[src/rtl/sample_irq_pkg.sv]
package sample_irq_pkg;
    typedef enum logic {
        MODE_ANALOG  = 1'b0,
        MODE_DIGITAL = 1'b1
    } irq_mode_e;
endpackage

[src/rtl/sample_irq_counter.sv]
module sample_irq_counter
    import sample_irq_pkg::*;
#(
    parameter int DIG_PERIOD = 800,
    parameter int ANA_PERIOD = 972,
    parameter int DIG_LOW    = 6,
    parameter int ANA_LOW    = 5,
    parameter int CNT_W      = 10
) (
    input  logic clk,
    input  logic rst,
    input  logic en_i,
    input  logic mode_i,
    output logic low_req_o
);
    localparam logic [CNT_W-1:0] DIG_LAST = CNT_W'(DIG_PERIOD - 1);
    localparam logic [CNT_W-1:0] ANA_LAST = CNT_W'(ANA_PERIOD - 1);
    localparam logic [CNT_W-1:0] DIG_W    = CNT_W'(DIG_LOW);
    localparam logic [CNT_W-1:0] ANA_W    = CNT_W'(ANA_LOW);

    typedef struct packed {
        logic [CNT_W-1:0] cnt;
        irq_mode_e        mode;
    } cnt_state_t;

    cnt_state_t st_d, st_q;
    logic [CNT_W-1:0] last_cnt;
    logic [CNT_W-1:0] low_len;

    always_comb begin
        last_cnt = (st_q.mode == MODE_DIGITAL) ? DIG_LAST : ANA_LAST;
        low_len  = (st_q.mode == MODE_DIGITAL) ? DIG_W : ANA_W;
        st_d     = st_q;
        if (rst || !en_i) begin
            st_d.cnt  = '0;
            st_d.mode = irq_mode_e'(mode_i);
        end else if (st_q.cnt == last_cnt) begin
            st_d.cnt  = '0;
            st_d.mode = irq_mode_e'(mode_i);
        end else begin
            st_d.cnt  = st_q.cnt + 1'b1;
        end
        low_req_o = en_i && (st_q.cnt < low_len);
    end

    always_ff @(posedge clk) begin
        st_q <= st_d;
    end

    // the count never leaves the range of the active mode
    assert_cnt_range_R1: assert property (@(posedge clk) disable iff (rst)
        st_q.cnt <= ((st_q.mode == MODE_DIGITAL) ? DIG_LAST : ANA_LAST));

    // the active mode holds for the whole running period
    assert_mode_hold_R8: assert property (@(posedge clk) disable iff (rst)
        (en_i && st_q.cnt != '0) |-> $stable(st_q.mode));
endmodule

[src/rtl/sample_irq_shaper.sv]
module sample_irq_shaper (
    input  logic clk,
    input  logic rst,
    input  logic low_req_i,
    output logic irq_n_o
);
    logic rise_n_d, rise_n_q;
    logic fall_n_d, fall_n_q;

    always_comb begin
        rise_n_d = rst ? 1'b1 : !low_req_i;
        fall_n_d = rst ? 1'b1 : rise_n_q;
        irq_n_o  = rise_n_q & fall_n_q;
    end

    always_ff @(posedge clk) begin
        rise_n_q <= rise_n_d;
    end

    always_ff @(negedge clk) begin
        fall_n_q <= fall_n_d;
    end

    // when the rising-edge stage releases, the output stays low for another half cycle
    assert_half_tail_R5: assert property (@(negedge clk) disable iff (rst)
        $rose(rise_n_q) |-> !irq_n_o);
endmodule

[src/rtl/sample_irq_gen.sv]
module sample_irq_gen #(
    parameter int DIG_PERIOD = 800,
    parameter int ANA_PERIOD = 972,
    parameter int DIG_LOW    = 6,
    parameter int ANA_LOW    = 5
) (
    input  logic clk,
    input  logic rst,
    input  logic mode_sel,
    input  logic irq_disable,
    output logic irq_n
);
    localparam int MAX_PERIOD = (DIG_PERIOD > ANA_PERIOD) ? DIG_PERIOD : ANA_PERIOD;
    localparam int CNT_W      = $clog2(MAX_PERIOD);

    logic low_req;

    sample_irq_counter #(
        .DIG_PERIOD(DIG_PERIOD),
        .ANA_PERIOD(ANA_PERIOD),
        .DIG_LOW   (DIG_LOW),
        .ANA_LOW   (ANA_LOW),
        .CNT_W     (CNT_W)
    ) counter_i (
        .clk      (clk),
        .rst      (rst),
        .en_i     (!irq_disable),
        .mode_i   (mode_sel),
        .low_req_o(low_req)
    );

    sample_irq_shaper shaper_i (
        .clk      (clk),
        .rst      (rst),
        .low_req_i(low_req),
        .irq_n_o  (irq_n)
    );

    // one full cycle after the disable is seen, the output is high
    assert_quiet_R6: assert property (@(posedge clk) disable iff (rst)
        ($past(irq_disable) && irq_disable) |-> irq_n);

    // after re-enable the first pulse starts at once
    assert_restart_R7: assert property (@(posedge clk) disable iff (rst)
        $fell(irq_disable) |=> !irq_n);
endmodule

[config.mk]
export PLATFORM = sky130hd
export DESIGN_NAME = sample_irq_gen
export DESIGN_NICKNAME = d
export VERILOG_FILES = /design/src/rtl/sample_irq_pkg.sv /design/src/rtl/sample_irq_counter.sv /design/src/rtl/sample_irq_shaper.sv /design/src/rtl/sample_irq_gen.sv
export SDC_FILE = /design/constraint.sdc
export NUM_CORES = 1
export LEC_CHECK = 0
export BUFFER_PORTS_ARGS = -buffer_cell sky130_fd_sc_hd__buf_2
export CORE_AREA = 2 2 39 41
export DETAILED_ROUTE_END_ITERATION = 8
export DIE_AREA = 0 0 41 43
export PLACE_DENSITY = 0.67
export RECOVER_POWER = 25
export SETUP_SLACK_MARGIN = 0.15
export SLEW_MARGIN = 40
export SYNTH_ARGS = -nofsm -noshare
export SYNTH_HDL_FRONTEND = slang
export SYNTH_HIERARCHICAL = 1
export SYNTH_SLANG_ARGS = --single-unit
[constraint.sdc]
create_clock -name clk -period 2.83 [get_ports clk]
set_input_delay 0.283 -clock clk [delete_from_list [all_inputs] [get_ports clk]]
set_output_delay 0.283 -clock clk [all_outputs]
set_load 0.01 [all_outputs]
Yosys cells after proc, flatten, opt, wreduce, memory -nomap -nowiden
Index checks and enable logic that the tools add are counted.
{"block": "word_totals", "reg_bits": 13, "inputBits": 4, "out_inout_bits": 1, "word_cells": 18}
{"block": "op_classes", "n_addsub": 1, "order_cmp": 1, "eq_ne": 1, "muxes": 4, "bitwise_logic": 1, "reduce_logical": 6}
{"cell": "$add A10 B1 Y10 const B", "count": 1}
{"cell": "$eq A10 B10 Y1", "count": 1}
{"cell": "$lt A10 B10 Y1", "count": 1}
{"cell": "$mux W8", "count": 1}
{"cell": "$logic_not A1 Y1", "count": 2}
{"cell": "$mux W1", "count": 2}
{"cell": "$mux W2", "count": 1}
{"cell": "$reduce_bool A2 Y1", "count": 1}
{"cell": "$reduce_or A2 Y1", "count": 1}
{"cell": "$and A1 B1 Y1", "count": 1}
{"cell": "$logic_and A1 B1 Y1", "count": 1}
{"cell": "$logic_or A1 B1 Y1", "count": 1}

Logic depth before layout (Yosys ltp)
{"block": "depth", "word_depth": 4, "ltp_mapped": 6, "depth_no_buf": 6}

Modules after synthesis
Netlist, hierarchy kept.
{"module": "sample_irq_counter", "n_inst": 1, "cells_per_inst": 62, "area_per_inst_um2": 583.1, "seq_area_each_um2": 230.2}
{"module": "sample_irq_shaper", "n_inst": 1, "cells_per_inst": 6, "area_per_inst_um2": 63.8, "seq_area_each_um2": 40.0}
{"module": "sample_irq_gen", "n_inst": 1, "cells_per_inst": 1, "area_per_inst_um2": 3.8, "seq_area_each_um2": 0.0}

==> impl_metrics.py <==
metrics = {
    "placement": {
        "gp_congestion": 0.736,
        "placed_cells_incl_taps": 88,
        "dp_hpwl_um": 860,
        "dp_slack_ns": 0.557,
        "io_buffers": 4,
        "placed_area_um2": 693,
    },
    "setup_path": {
        "r2r-start": "shaper_i/rise_n_q",
        "required_ns": 2.55,
        "path_cells": "and2_2, buf_2",
        "crit_start": "shaper_i/fall_n_q",
        "cp_top_family": "flip-flops",
        "worstPathMaxFanout": 1,
        "critPathBufInv": 1,
        "critPathCaptureType": "output port",
        "slowest_stage": "dfxtp_1",
        "cp-start-kind": "flip-flop",
        "critPathKind": "reg -> out",
        "crit_arrival_ns": 2.33,
        "slowest_delay_ns": 0.28,
    },
    "floorplanning": {
        "io_pins": 5,
        "die_area_mm2": 0.00176,
        "fp.dieW_um": 41,
        "row_count": 14,
        "core_mm2": 0.00138,
        "die_y_um": 43,
        "start_util_pct": 47.0,
    },
    "synth": {
        "synth-simple-area-share_pct": 23.5,
        "synth_edf_count": 1,
        "synth_top_family_by_area": "simple AND/OR/NAND/NOR gates",
        "ys.flop_type": "dfxtp_1",
        "syn_nets": 75,
        "ys_types": 31,
        "synth_xor_area_share_pct": 4.04,
        "synth_most_common_cell": "dfxtp_1",
        "yosys-top-cells-count": "dfxtp_1, inv_1, a211oi_1, o21ai_0",
        "synthCells": 69,
        "syn_area_per_cell_um2": 9.43,
        "synthAdderAreaFrac_pct": 3.85,
        "syn-cell-area_um2": 651,
        "yosysTopAreaCellShare_pct": 36.9,
        "synth_compound_area_share_pct": 21.7,
        "synthMuxAreaShare_pct": 0,
        "synthTopCellsByArea": "dfxtp_1, a211oi_1, a221oi_1, edfxtp_1, ha_1",
        "yosysSeqAreaShare_pct": 41.5,
        "yosys.area.top_type": "dfxtp_1",
        "yosys_warnings": 6,
        "ys_ff_latch": 13,
        "synthArstFlopShare_pct": 0,
    },
    "clocking": {
        "root_buffer": "clkbuf_4",
        "cts_tree": "yes",
        "htreeDepth": 1,
        "cts.sinks": 13,
        "ctsLongestPathBuffers": 2,
        "cts_setup_buffers": 0,
        "cts_hold_buf": 0,
        "clk_latency_ns": 0.33,
        "cts_buffers": 3,
        "path_clk_slew_ns": 0.08,
        "cts_resized": 0,
    },
    "pwr": {
        "power_density_mw_per_mm2": 506,
        "p_sw_share_pct": 20.2,
        "p_leak_nw": 0.265,
        "combPwrFrac_pct": 4.3,
        "p_seq_share_pct": 51.9,
        "p_int_mw": 0.296,
        "p_clk_share_pct": 43.8,
        "power_mw": 0.371,
        "p_switching_mw": 0.0749,
        "irDropWorstVdd_mv": 0.238,
    },
    "timing": {
        "fin_ws_ns": 0.220,
        "relSlewSlack_pct": 68.4,
        "hold_viol_final": 0,
        "rsz0062_at_grt": "false",
        "fin_worst_skew_ns": 0.0571,
        "tightest_slew_ns": 0.474,
        "fin_tns_setup_ns": 0,
        "setup_violations": 0,
        "slew_violations": 0,
    },
    "drt": {
        "antenna_left": 0,
        "firstDrtPassIters": 4,
        "post_drt_wl_per_cell_um": 13.5,
        "drt_iter0_markers": 19,
        "via_per_inst": 5.89,
        "drc_errors": 0,
        "vias": 542,
        "wirelength_mm": 1.24,
    },
    "global_routing": {
        "grt_overflow": 0,
        "grt_first_pass_wirelength_mm": 2.11,
        "antenna_found_initial": 0,
        "grt_pass1_vias": 493,
        "grt_start_max_net_pins": 12,
        "grt_usage_pct": 18.1,
    },
    "cells_and_area": {
        "layoutNonFillerInstCount": 92,
        "final_area_um2": 733,
        "nNetsFinal": 83,
        "diodes": 0,
        "drive_above_1_share_pct": 19.7,
        "syn_to_final_growth_pct": 12.7,
    },
    "outcome": {
        "outcome": "completed",
    },
    "flow_run": {
        "max-cap-violations": 0,
    },
    "min_path": {
        "hold_start": "mode_sel",
        "worstHoldPathType": "in -> reg",
    },
}
-- layer usage --
layer / vias up / GRT usage [%] / routed length (µm)
li1: 276 / - / -
met4: 0 / 12.0 / 17
met3: 2 / 3.14 / 31
met5: - / 0 / 0
met2: 7 / 24.7 / 591
met1: 257 / 25.0 / 602
-- final timing paths --
path                             to  slack [ns]  depth (start not counted)
setup / recovery              irq_n        0.22                          2
hold / removal    counter_i/st_q[0]        0.18                          1
hold reg to reg   counter_i/st_q[1]        0.51                          1
setup reg to reg  shaper_i/fall_n_q        0.84                          1
-- sequential cells by signal (all words and copies together) (netlist names) --
name and flops:
counter_i/st_q 11, shaper_i/fall_n_q 1, shaper_i/rise_n_q 1
-- cell families after synthesis --
group	count (synthesis)
fa+ha+maj	2
flops	13
buf+inv	9
xor+xnor	3
compound gates	19
simple gates	23
-- stage by stage --
step,hold WS (ns),util (%)
global route,0.176,53.0
floorplan,0.382,-
detailed placement,0.462,50.1
global placement,0.461,50.1
finish,0.179,53.0
CTS,0.172,53.0
-- power groups by stage --
stage,clock network [mW],registers (mW),logic [mW]
floorplan,0.00442,0.196,0.0115
CTS,0.166,0.193,0.0161
global placement,0.00442,0.197,0.0157
detailed placement,0.00442,0.197,0.0160
global route,0.173,0.193,0.0184
finish,0.163,0.193,0.0160
-- final cells by class --
type	count	area [µm²]
tap	16	20.0
inverter	5	18.8
fill	129	651
multi-input combinational	47	345
clock inverter	2	21.3
sequential	13	270
clock buffer	3	22.5
timing repair buffer	6	35.0
-- cell usage in the layout (no fill, tap or decap), types with 2 or more instances in the layout --
master	Yosys	final
nand3_1	4	4
or3_1	4	4
a221oi_1	4	4
nand4_1	2	2
dfxtp_1	12	12
buf_4	0	2
buf_2	1	4
xnor2_1	2	2
clkbuf_4	0	3
o21ai_0	5	5
inv_1	6	6
ha_1	2	2
nand2b_1	2	2
a211oi_1	5	5
Power figures use the tool's default switching activity.
